**src/rtl/sr_seq_pkg.sv**
```systemverilog
// Package: shared types and helpers for the self-refresh sequencer.
// Assumes: nothing beyond standard SystemVerilog.
package sr_seq_pkg;

    typedef enum logic [2:0] {
        SR_AWAKE     = 3'd0,
        SR_CBR_SETUP = 3'd1,
        SR_HOLD      = 3'd2,
        SR_SLEEP     = 3'd3,
        SR_EXIT_PRE  = 3'd4,
        SR_CATCHUP   = 3'd5
    } sr_state_e;

    function automatic int unsigned max3(input int unsigned a,
                                         input int unsigned b,
                                         input int unsigned c);
        int unsigned m;
        m = (a > b) ? a : b;
        return (m > c) ? m : c;
    endfunction

endpackage

```
**src/rtl/sr_phase_timer.sv**
```systemverilog
// Module: sr_phase_timer
// Counts the cycles spent in the current sequencer state. It flags the last
// cycle of the column-setup phase, of the hold window and of the exit precharge.
// Assumes: restart is 1 on each state change; every limit is at least 1.
module sr_phase_timer
    import sr_seq_pkg::*;
#(
    parameter int unsigned CAS_SETUP_CYC = 2,
    parameter int unsigned HOLD_MIN_CYC  = 10000,
    parameter int unsigned EXIT_PRE_CYC  = 11
) (
    input  logic      clk,
    input  logic      rst_n,
    input  logic      restart,
    input  sr_state_e state,
    output logic      setup_done,
    output logic      hold_done,
    output logic      pre_done
);

    localparam int unsigned MAX_LIM = max3(CAS_SETUP_CYC, HOLD_MIN_CYC, EXIT_PRE_CYC);
    localparam int unsigned CNT_W   = $clog2(MAX_LIM + 1);
    localparam logic [CNT_W-1:0] LAST_SETUP = CNT_W'(CAS_SETUP_CYC - 1);
    localparam logic [CNT_W-1:0] LAST_HOLD  = CNT_W'(HOLD_MIN_CYC - 1);
    localparam logic [CNT_W-1:0] LAST_PRE   = CNT_W'(EXIT_PRE_CYC - 1);
    localparam logic [CNT_W-1:0] CNT_SAT    = CNT_W'(MAX_LIM);

    logic [CNT_W-1:0] cnt_q;

    // Cycle counter: cleared on each state change, saturates at the largest limit.
    always_ff @(posedge clk) begin
        if (!rst_n) begin
            cnt_q <= '0;
        end else if (restart) begin
            cnt_q <= '0;
        end else if (cnt_q != CNT_SAT) begin
            cnt_q <= cnt_q + 1'b1;
        end
    end

    // Decode the last cycle of each timed phase.
    always_comb begin
        setup_done = (state == SR_CBR_SETUP) && (cnt_q == LAST_SETUP);
        hold_done  = (state == SR_HOLD)      && (cnt_q == LAST_HOLD);
        pre_done   = (state == SR_EXIT_PRE)  && (cnt_q == LAST_PRE);
    end

    // The counter never runs past the hold limit while the hold window is open.
    AST_HOLD_COUNT_BOUND: assert property (@(posedge clk) disable iff (!rst_n)
        (state == SR_HOLD && !restart) |-> (cnt_q <= LAST_HOLD));

endmodule

```
**src/rtl/sr_burst_counter.sv**
```systemverilog
// Module: sr_burst_counter
// Counts the completed catch-up refreshes reported by the scheduler. It flags
// the pulse that completes the burst.
// Assumes: ref_done pulses once per refresh; pulses while inactive are dropped.
module sr_burst_counter #(
    parameter int unsigned BURST_ROWS = 1024
) (
    input  logic clk,
    input  logic rst_n,
    input  logic active,
    input  logic ref_done,
    output logic burst_last
);

    localparam int unsigned BW = (BURST_ROWS > 1) ? $clog2(BURST_ROWS) : 1;
    localparam logic [BW-1:0] LAST_ROW = BW'(BURST_ROWS - 1);

    logic [BW-1:0] bcnt_q;

    // Refresh tally: counts only while the catch-up phase is active.
    always_ff @(posedge clk) begin
        if (!rst_n) begin
            bcnt_q <= '0;
        end else if (!active) begin
            bcnt_q <= '0;
        end else if (ref_done) begin
            bcnt_q <= (bcnt_q == LAST_ROW) ? '0 : bcnt_q + 1'b1;
        end
    end

    // Final pulse of the burst.
    assign burst_last = active && ref_done && (bcnt_q == LAST_ROW);

    // A pulse outside catch-up leaves the tally at zero.
    AST_STRAY_REF_IGNORED: assert property (@(posedge clk) disable iff (!rst_n)
        (!active && ref_done) |=> (bcnt_q == '0));

    // The tally never passes the burst size.
    AST_BURST_RANGE: assert property (@(posedge clk) disable iff (!rst_n)
        (bcnt_q <= LAST_ROW));

endmodule

```
**src/rtl/sr_ctrl_fsm.sv**
```systemverilog
// Module: sr_ctrl_fsm
// State machine for the self-refresh hand-over. It accepts sleep and wake
// requests, defers a wake until the hold window ends, and decodes the strobes
// and the scheduler handshake from its state.
// Assumes: all inputs are synchronous to clk; the done flags come from
// sr_phase_timer and sr_burst_counter.
module sr_ctrl_fsm
    import sr_seq_pkg::*;
#(
    parameter int unsigned HOLD_MIN_CYC = 10000
) (
    input  logic      clk,
    input  logic      rst_n,
    input  logic      sleep_req,
    input  logic      wake_req,
    input  logic      sched_idle,
    input  logic      setup_done,
    input  logic      hold_done,
    input  logic      pre_done,
    input  logic      burst_last,
    output sr_state_e state,
    output logic      restart,
    output logic      ras_n_o,
    output logic      cas_lo_n_o,
    output logic      cas_hi_n_o,
    output logic      sched_hold_o,
    output logic      cat_req_o,
    output logic      awake_o
);

    localparam int unsigned LEN_W = $clog2(HOLD_MIN_CYC + 1) + 1;
    localparam logic [LEN_W-1:0] LEN_SAT = LEN_W'(HOLD_MIN_CYC);

    sr_state_e st_q, st_nxt;
    logic      wake_pend_q;
    logic      cas_low;

    // Next state: sleep is gated by scheduler idle, and exit waits for the hold window.
    always_comb begin
        st_nxt = st_q;
        unique case (st_q)
            SR_AWAKE:     if (sleep_req && sched_idle) st_nxt = SR_CBR_SETUP;
            SR_CBR_SETUP: if (setup_done)              st_nxt = SR_HOLD;
            SR_HOLD:      if (hold_done)
                              st_nxt = (wake_pend_q || wake_req) ? SR_EXIT_PRE : SR_SLEEP;
            SR_SLEEP:     if (wake_req)                st_nxt = SR_EXIT_PRE;
            SR_EXIT_PRE:  if (pre_done)                st_nxt = SR_CATCHUP;
            SR_CATCHUP:   if (burst_last)              st_nxt = SR_AWAKE;
            default:                                   st_nxt = SR_AWAKE;
        endcase
    end

    // State register.
    always_ff @(posedge clk) begin
        if (!rst_n) st_q <= SR_AWAKE;
        else        st_q <= st_nxt;
    end

    // Deferred wake: remembered during setup and hold, dropped when the exit starts.
    always_ff @(posedge clk) begin
        if (!rst_n) begin
            wake_pend_q <= 1'b0;
        end else if (st_nxt == SR_EXIT_PRE) begin
            wake_pend_q <= 1'b0;
        end else if (wake_req && (st_q == SR_CBR_SETUP || st_q == SR_HOLD)) begin
            wake_pend_q <= 1'b1;
        end
    end

    // Output decode from the registered state.
    always_comb begin
        cas_low      = (st_q == SR_CBR_SETUP) || (st_q == SR_HOLD) || (st_q == SR_SLEEP);
        ras_n_o      = !((st_q == SR_HOLD) || (st_q == SR_SLEEP));
        cas_lo_n_o   = !cas_low;
        cas_hi_n_o   = !cas_low;
        sched_hold_o = cas_low || (st_q == SR_EXIT_PRE);
        cat_req_o    = (st_q == SR_CATCHUP);
        awake_o      = (st_q == SR_AWAKE);
    end

    assign state   = st_q;
    assign restart = (st_nxt != st_q);

    // Assertion support: length of the current row-strobe low period, saturating.
    logic [LEN_W-1:0] ras_low_len_q;
    always_ff @(posedge clk) begin
        if (!rst_n)                   ras_low_len_q <= '0;
        else if (ras_n_o)             ras_low_len_q <= '0;
        else if (ras_low_len_q != LEN_SAT) ras_low_len_q <= ras_low_len_q + 1'b1;
    end

    AST_CBR_ORDER: assert property (@(posedge clk) disable iff (!rst_n)
        $fell(ras_n_o) |-> ($past(!cas_lo_n_o && !cas_hi_n_o) && !cas_lo_n_o && !cas_hi_n_o));

    AST_HOLD_MIN: assert property (@(posedge clk) disable iff (!rst_n)
        $rose(ras_n_o) |-> (ras_low_len_q >= LEN_SAT));

    AST_EXIT_STROBES_TOGETHER: assert property (@(posedge clk) disable iff (!rst_n)
        $rose(ras_n_o) |-> (cas_lo_n_o && cas_hi_n_o));

    AST_SLEEP_NEEDS_IDLE: assert property (@(posedge clk) disable iff (!rst_n)
        (awake_o && !sched_idle) |=> awake_o);

    AST_WAKE_WHILE_AWAKE: assert property (@(posedge clk) disable iff (!rst_n)
        (awake_o && wake_req && !sleep_req) |=> awake_o);

    AST_AWAKE_AFTER_BURST: assert property (@(posedge clk) disable iff (!rst_n)
        $rose(awake_o) |-> $past(burst_last));

endmodule

```
**src/rtl/dram_selfref_seq.sv**
```systemverilog
// Module: dram_selfref_seq (top)
// Puts a DRAM into self-refresh with CBR ordering. It holds the row strobe low
// through the minimum self-refresh time, then applies the long exit precharge
// and requests a full catch-up refresh burst before reporting awake.
// Assumes: an outside merge gives these strobes the bus while sched_hold or
// low strobes say so; ref_done pulses once per completed refresh.
module dram_selfref_seq
    import sr_seq_pkg::*;
#(
    parameter int unsigned CAS_SETUP_CYC = 2,
    parameter int unsigned HOLD_MIN_CYC  = 10000,
    parameter int unsigned EXIT_PRE_CYC  = 11,
    parameter int unsigned BURST_ROWS    = 1024
) (
    input  logic clk,
    input  logic rst_n,
    input  logic sleep_req,
    input  logic wake_req,
    input  logic sched_idle,
    input  logic ref_done,
    output logic ras_n,
    output logic cas_lo_n,
    output logic cas_hi_n,
    output logic sched_hold,
    output logic cat_req,
    output logic awake
);

    sr_state_e state;
    logic      restart;
    logic      setup_done, hold_done, pre_done, burst_last;

    sr_ctrl_fsm #(
        .HOLD_MIN_CYC (HOLD_MIN_CYC)
    ) u_fsm (
        .clk          (clk),
        .rst_n        (rst_n),
        .sleep_req    (sleep_req),
        .wake_req     (wake_req),
        .sched_idle   (sched_idle),
        .setup_done   (setup_done),
        .hold_done    (hold_done),
        .pre_done     (pre_done),
        .burst_last   (burst_last),
        .state        (state),
        .restart      (restart),
        .ras_n_o      (ras_n),
        .cas_lo_n_o   (cas_lo_n),
        .cas_hi_n_o   (cas_hi_n),
        .sched_hold_o (sched_hold),
        .cat_req_o    (cat_req),
        .awake_o      (awake)
    );

    sr_phase_timer #(
        .CAS_SETUP_CYC (CAS_SETUP_CYC),
        .HOLD_MIN_CYC  (HOLD_MIN_CYC),
        .EXIT_PRE_CYC  (EXIT_PRE_CYC)
    ) u_timer (
        .clk        (clk),
        .rst_n      (rst_n),
        .restart    (restart),
        .state      (state),
        .setup_done (setup_done),
        .hold_done  (hold_done),
        .pre_done   (pre_done)
    );

    sr_burst_counter #(
        .BURST_ROWS (BURST_ROWS)
    ) u_burst (
        .clk        (clk),
        .rst_n      (rst_n),
        .active     (state == SR_CATCHUP),
        .ref_done   (ref_done),
        .burst_last (burst_last)
    );

    // Catch-up and scheduler hold-off never overlap.
    AST_HOLD_VS_CATCHUP: assert property (@(posedge clk) disable iff (!rst_n)
        $rose(cat_req) |-> $fell(sched_hold));

endmodule

```
**config.mk**
```make
export PLATFORM = sky130hd
export DESIGN_NAME = dram_selfref_seq
export DESIGN_NICKNAME = d
export VERILOG_FILES = /design/src/rtl/sr_seq_pkg.sv /design/src/rtl/sr_phase_timer.sv /design/src/rtl/sr_burst_counter.sv /design/src/rtl/sr_ctrl_fsm.sv /design/src/rtl/dram_selfref_seq.sv
export SDC_FILE = /design/constraint.sdc
export NUM_CORES = 1
export LEC_CHECK = 0
export BUFFER_PORTS_ARGS = -buffer_cell sky130_fd_sc_hd__buf_2
export CAP_MARGIN = 20
export CORE_UTILIZATION = 60
export DETAILED_ROUTE_END_ITERATION = 16
export PLACE_DENSITY_LB_ADDON = 0.08
export SLEW_MARGIN = 20
export SYNTH_ARGS = -nofsm -noshare
export SYNTH_HDL_FRONTEND = slang
export SYNTH_HIERARCHICAL = 1
export SYNTH_SLANG_ARGS = --single-unit
```
**constraint.sdc**
```tcl
create_clock -name clk -period 5.8 [get_ports clk]
set_clock_uncertainty 0.15 [all_clocks]
set_input_delay 1.16 -clock clk [delete_from_list [all_inputs] [get_ports clk]]
set_output_delay 1.16 -clock clk [all_outputs]
set_load 0.01 [all_outputs]
```
==> impl_metrics.env, run 1 <==
export IMPL_ioPinCount=12
export IMPL_cts_sinks=28
export IMPL_num_rows=18
export IMPL_rsz0062_at_grt="no"
export IMPL_synth_nets=208
export IMPL_status="finished, final reports clean"
export IMPL_core_area_mm2=0.00254
export IMPL_routedWlPerCell_um=13.9
export IMPL_finalWeightedCongestion=0.770
export IMPL_num_vias=1493
export IMPL_die_h_um=54.6
export IMPL_cts_tree="built"
export IMPL_final_cell_mix="dfxtp_1, nand2_1, a21oi_1"
export IMPL_clockBufferDepth=2
export IMPL_synth_compound_area_frac=0.172
export IMPL_grt_usage=0.242
export IMPL_drive_above_1_share=0.117
export IMPL_yosysSeqAreaShare=0.338
export IMPL_finalMaxSlewViolations=0
export IMPL_yosys_warnings=6
export IMPL_fp_dieW_um=54.6
export IMPL_hold_class="reg2reg"
export IMPL_powerDensity_mw_per_mm2=177
export IMPL_cp_startpoint="u_fsm/state[1]"
export IMPL_fin_crit_sh=0.485
export IMPL_worstPathArrival_ns=1.50
export IMPL_synth_cell_type_count=49
export IMPL_synth_area_mm2=0.00166
export IMPL_critPathRequiredTime_ns=4.49
export IMPL_insertedDiodeCount=0
export IMPL_cts_setup_buffers=0
export IMPL_wl_um=3270
export IMPL_initial_core_util=0.652
export IMPL_vdd_ir_drop_max_mv=0.174
export IMPL_slowest_stage="dfxtp_1"
export IMPL_grt_max_degree=18
export IMPL_synth_top_family_by_area="simple AND/OR/NAND/NOR gates"
export IMPL_min_period_ns=2.81
export IMPL_cp_max_fo=17
export IMPL_cts_root_buffer="clkbuf_4"
export IMPL_grt_pass1_wl_um=5230
export IMPL_grt_overflow=0
export IMPL_cts_resized=0
export IMPL_r2r_start="u_fsm/state[0]"
export IMPL_drt_pass1_iter_count=4
export IMPL_synth_top_area_cell="dfxtp_1"
export IMPL_synth_edf_count=0
export IMPL_ant_nets=0
export IMPL_hp_start="u_burst/bcnt_q[8]"
export IMPL_h_tree_depth=1
export IMPL_placed_area_mm2=0.00172
export IMPL_max_freq_ghz=0.356
export IMPL_hold_buffers=0
export IMPL_drv_cap=0
export IMPL_yosys_area_top_type_share=0.338
export IMPL_relSlewSlack=0.564
export IMPL_crit_family="flip-flops"
export IMPL_place_hpwl_um=2380
export IMPL_synthAdderAreaFrac=0.0377
export IMPL_criticalPathCategory="reg2out"
export IMPL_synth_simple_area_share=0.348
export IMPL_synthCells=197
export IMPL_tightestPinTransition_ns=0.649
export IMPL_tns_ns=0
export IMPL_p_leak_nw=0.581
export IMPL_synth_seq_cells=28
export IMPL_grt_pass1_vias=1266
export IMPL_antenna_found_initial=0
export IMPL_io_buffers=11
export IMPL_synth_area_leaders="dfxtp_1, a21oi_1, ha_1"
export IMPL_drt_iter0_drc=49
export IMPL_final_common_cell="dfxtp_1"
export IMPL_worstPathCellList="and2b_1 > inv_1 > buf_2"
export IMPL_synthMuxAreaShare=0.0301
export IMPL_post_drt_via_cell_ratio=6.35
export IMPL_clock_insertion_delay_worst_skew_ns=0.33
export IMPL_syn2layout_area_growth_pct=4.67
export IMPL_end_kind="output port"
export IMPL_remaining_drc_errors=0
export IMPL_synth_flop_cell="dfxtp_1"
export IMPL_final_cell_area_mm2=0.00174
export IMPL_nets=218
export IMPL_cts_buffers=3
export IMPL_syn_area_per_cell_um2=8.43
export IMPL_finalHoldViolations=0
export IMPL_setup_worst_path_start_class="flop"
export IMPL_setup_viol=0
export IMPL_dieArea_mm2=0.00298
export IMPL_cp_num_buf_inv=2
export IMPL_max_stage_delay_ns=0.72
export IMPL_clkTransAtPathRegs_ns=0.14
export IMPL_synth_xor_area_share=0.0317
export IMPL_synthArstFlopShare=0
[power breakdown]
part	internal (mW)	leakage, nW	total, mW	switching, mW
registers	0.195	0.226	0.202	0.00645
logic	0.0118	0.341	0.0278	0.0161
clock network	0.0244	0.0138	0.0783	0.0539
total	0.231	0.581	0.308	0.0765
[logic make-up (layout without fill, tap and decap cells)]
group	Yosys count	in the layout
buffers and inverters	15	23
flip-flops	28	28
AO/OA/AOI/OAI	44	44
XOR/XNOR	6	6
multiplexers	5	5
adder cells (fa/ha/maj)	5	5
AND/OR/NAND/NOR	94	94
[final timing paths]
check / endpoint / slack (ns) / cells after the start
setup / recovery: ras_n / 2.99 / 3
hold / removal: u_burst/bcnt_q[8] / 0.36 / 2
setup reg to reg: u_timer/cnt_q[2] / 3.08 / 8
hold reg to reg: u_burst/bcnt_q[8] / 0.36 / 2
[sequential cells by signal, indices dropped and copies added, names as in the netlist]
register / count
u_timer/cnt_q: 14
u_burst/bcnt_q: 10
u_fsm/wake_pend_q: 1
u_fsm/state: 3
[routing by layer]
layer	up-vias	part of all wire	GRT usage
li1	754	-	-
met1	694	0.46	0.304
met2	40	0.48	0.396
met3	5	0.052	0.0583
met4	0	0.0089	0.0855
met5	-	0	0
[stage by stage]
stage	setup WS [ns]	utilization	cells	power, mW	hold slack (ns)
after floorplan	3.17	-	197	0.225	0.301
after global placement	2.77	0.674	232	0.232	0.313
after detailed placement	2.67	0.674	232	0.234	0.330
after CTS	2.99	0.683	235	0.312	0.351
after global routing	2.83	0.683	235	0.321	0.388
final	2.99	0.683	235	0.308	0.357
[area by class of cell]
class                      instances  area (um2)
inverter                           9        33.8
timing repair buffer              11        55.1
tap                               30        37.5
fill                             224         807
clock buffer                       3        22.5
multi-input combinational        154        1030
sequential                        28         561
[tightest hold or removal path, cell delays in order (launching register included)]
cell and delay, ns:
dfxtp_1 0.35, o31ai_1 0.07, a21oi_1 0.06
[synthesized netlist by cell type, types with 3 or more instances]
master,n
or4_1,5
nor2b_1,3
nand3_1,11
nand2b_1,4
dfxtp_1,28
or3_1,4
nand3b_1,3
nand4_1,5
buf_4,3
nor2_1,10
o21ai_0,9
nor4_1,8
a21oi_1,14
ha_1,5
inv_1,9
buf_2,3
mux2i_1,5
nand2_1,16
xor2_1,4
o31ai_1,6
nor3_1,5
No activity file was read; power rests on OpenSTA's default activity.
==> run 2, diff against run 1 <==
--- a/config.mk
+++ b/config.mk
@@ -7,7 +7,7 @@
 export LEC_CHECK = 0
 export BUFFER_PORTS_ARGS = -buffer_cell sky130_fd_sc_hd__buf_2
 export CAP_MARGIN = 20
-export CORE_UTILIZATION = 60
+export CORE_UTILIZATION = 53
 export DETAILED_ROUTE_END_ITERATION = 16
 export PLACE_DENSITY_LB_ADDON = 0.08
 export SLEW_MARGIN = 20
==> constraint.sdc (replaced) <==
create_clock -name clk -period 2.4 [get_ports clk]
set_clock_uncertainty 0.15 [all_clocks]
set_input_delay 0.48 -clock clk [delete_from_list [all_inputs] [get_ports clk]]
set_output_delay 0.48 -clock clk [all_outputs]
set_load 0.01 [all_outputs]
==> run 2 against run 1 <==
Against the previous run:
- via count up 9.0%
- wire length up 21%
- setup slack worse by 2.9 ns
- non-clock buffer count up 24
- highest routed layer unchanged
==> impl_metrics.env, run 2 (same netlist as run 1, synthesis figures left out) <==
export IMPL_fin_util=0.707
export IMPL_dieArea_mm2=0.00336
export IMPL_antenna_found_initial=0
export IMPL_grt_usage=0.244
export IMPL_end_kind="flop"
export IMPL_syn2layout_area_growth_pct=21.4
export IMPL_pre_cts_ws_ns=-0.0418
export IMPL_routedWlPerCell_um=15.1
export IMPL_drt_iter0_drc=139
export IMPL_clkTransAtPathRegs_ns=0.15
export IMPL_ioPinCount=12
export IMPL_num_rows=19
export IMPL_grt_pass1_wl_um=6440
export IMPL_core_area_mm2=0.00285
export IMPL_remaining_drc_errors=0
export IMPL_grt_max_degree=17
export IMPL_clock_insertion_delay_worst_skew_ns=0.34
export IMPL_finalWeightedCongestion=0.849
export IMPL_power_mw=0.889
export IMPL_setup_worst_path_start_class="flop"
export IMPL_die_h_um=58.0
export IMPL_final_cell_mix="dfxtp_1, buf_4, nand2_1"
export IMPL_initial_core_util=0.582
export IMPL_min_period_ns=2.29
export IMPL_cts_root_buffer="clkbuf_4"
export IMPL_hold_ws_ns=0.291
export IMPL_ant_nets=0
export IMPL_grt_overflow=0
export IMPL_wl_um=3950
export IMPL_cts_tree="built"
export IMPL_fp_dieW_um=58.0
export IMPL_io_buffers=11
export IMPL_powerDensity_mw_per_mm2=441
export IMPL_status="finished, final reports clean"
export IMPL_setup_slack_ns=0.110
export IMPL_largest_register_ffs=14
export IMPL_vdd_ir_drop_max_mv=0.377
export IMPL_final_common_cell="dfxtp_1"
export IMPL_worstPathArrival_ns=2.39
export IMPL_hold_class="in2reg"
export IMPL_critPathRequiredTime_ns=2.50
export IMPL_cp_max_fo=6
export IMPL_relSlewSlack=0.576
export IMPL_clockBufferDepth=2
export IMPL_cts_buffers=3
export IMPL_grt_pass1_vias=1479
export IMPL_tightestPinTransition_ns=0.631
export IMPL_placed_area_mm2=0.00190
export IMPL_post_drt_via_cell_ratio=6.24
export IMPL_hold_buffers=0
export IMPL_setup_viol=0
export IMPL_cts_sinks=28
export IMPL_fin_crit_sh=0.954
export IMPL_place_hpwl_um=2760
export IMPL_drv_cap=0
export IMPL_regMostFlops="u_timer/cnt_q"
export IMPL_final_cell_area_mm2=0.00202
export IMPL_drt_pass1_iter_count=4
export IMPL_num_vias=1628
export IMPL_insertedDiodeCount=0
export IMPL_max_freq_ghz=0.437
export IMPL_drive_above_1_share=0.261
export IMPL_finalMaxSlewViolations=0
export IMPL_p_leak_nw=0.735
export IMPL_criticalPathCategory="reg2reg"
export IMPL_h_tree_depth=1
export IMPL_finalHoldViolations=0
export IMPL_nets=242
==> run 2: changes by cell type in the layout (fill, tap and decap cells not counted), moves of 2 or more <==
cell / previous run / this run
buf_4: 0 / 24
nor4_1: 8 / 2
nor4_2: 0 / 4
dfxtp_1: 28 / 26
dfxtp_2: 0 / 2
nor4_4: 0 / 2
==> run 2: timing repair <==
| action | CTS | global route |
|---|---|---|
| setup endpoints to repair | 14 | 14 |
| gates resized for setup | 2 | 12 |
| buffers inserted | 0 | 0 |
==> run 2: stage by stage <==
stage          TNS [ns]  std cells
2_1_floorplan         0        197
3_3_place_gp          0        257
3_5_place_dp     -0.289        257
4_1_cts               0        261
5_1_grt         -0.0227        261
6_report              0        261
==> run 2: path summary, 6_finish.rpt <==
kind         slack, ns               from  cells past startpoint           endpoint
max               0.11   u_timer/cnt_q[1]                     10  u_timer/cnt_q[12]
min               0.29              rst_n                      2  u_fsm/wake_pend_q
max reg2reg       0.11   u_timer/cnt_q[1]                     10  u_timer/cnt_q[12]
min reg2reg       0.34  u_burst/bcnt_q[9]                      2  u_burst/bcnt_q[9]
==> run 2: area by class of cell <==
| type | count | area, um2 |
|---|---|---|
| Clock inverter | 1 | 30.0 |
| Fill cell | 237 | 837 |
| Timing Repair Buffer | 35 | 235 |
| Tap cell | 31 | 38.8 |
| Multi-Input combinational cell | 154 | 1090 |
| Sequential cell | 28 | 563 |
| Clock buffer | 3 | 22.5 |
| Inverter | 9 | 33.8 |
==> run 2: worst max-delay path, stage by stage, from the launching register on <==
cell,delay (ns)
dfxtp_2,0.38
ha_1,0.23
and3_2,0.26
nand4_1,0.09
nor2_1,0.06
o21a_1,0.19
nor2_2,0.13
a21boi_2,0.08
or2b_1,0.24
buf_4,0.15
nor4_2,0.25
==> run 2: metal layers <==
metal / share of wire / track usage
met1: 0.46 / 0.327
met2: 0.49 / 0.402
met3: 0.044 / 0.0558
met4: 0.0079 / 0.0544
met5: 0 / 0
==> run 2: report_power, final <==
part	internal (mW)	switching (mW)	total [mW]
combinational	0.0430	0.0545	0.0975
clock	0.169	0.144	0.313
sequential	0.473	0.00625	0.479
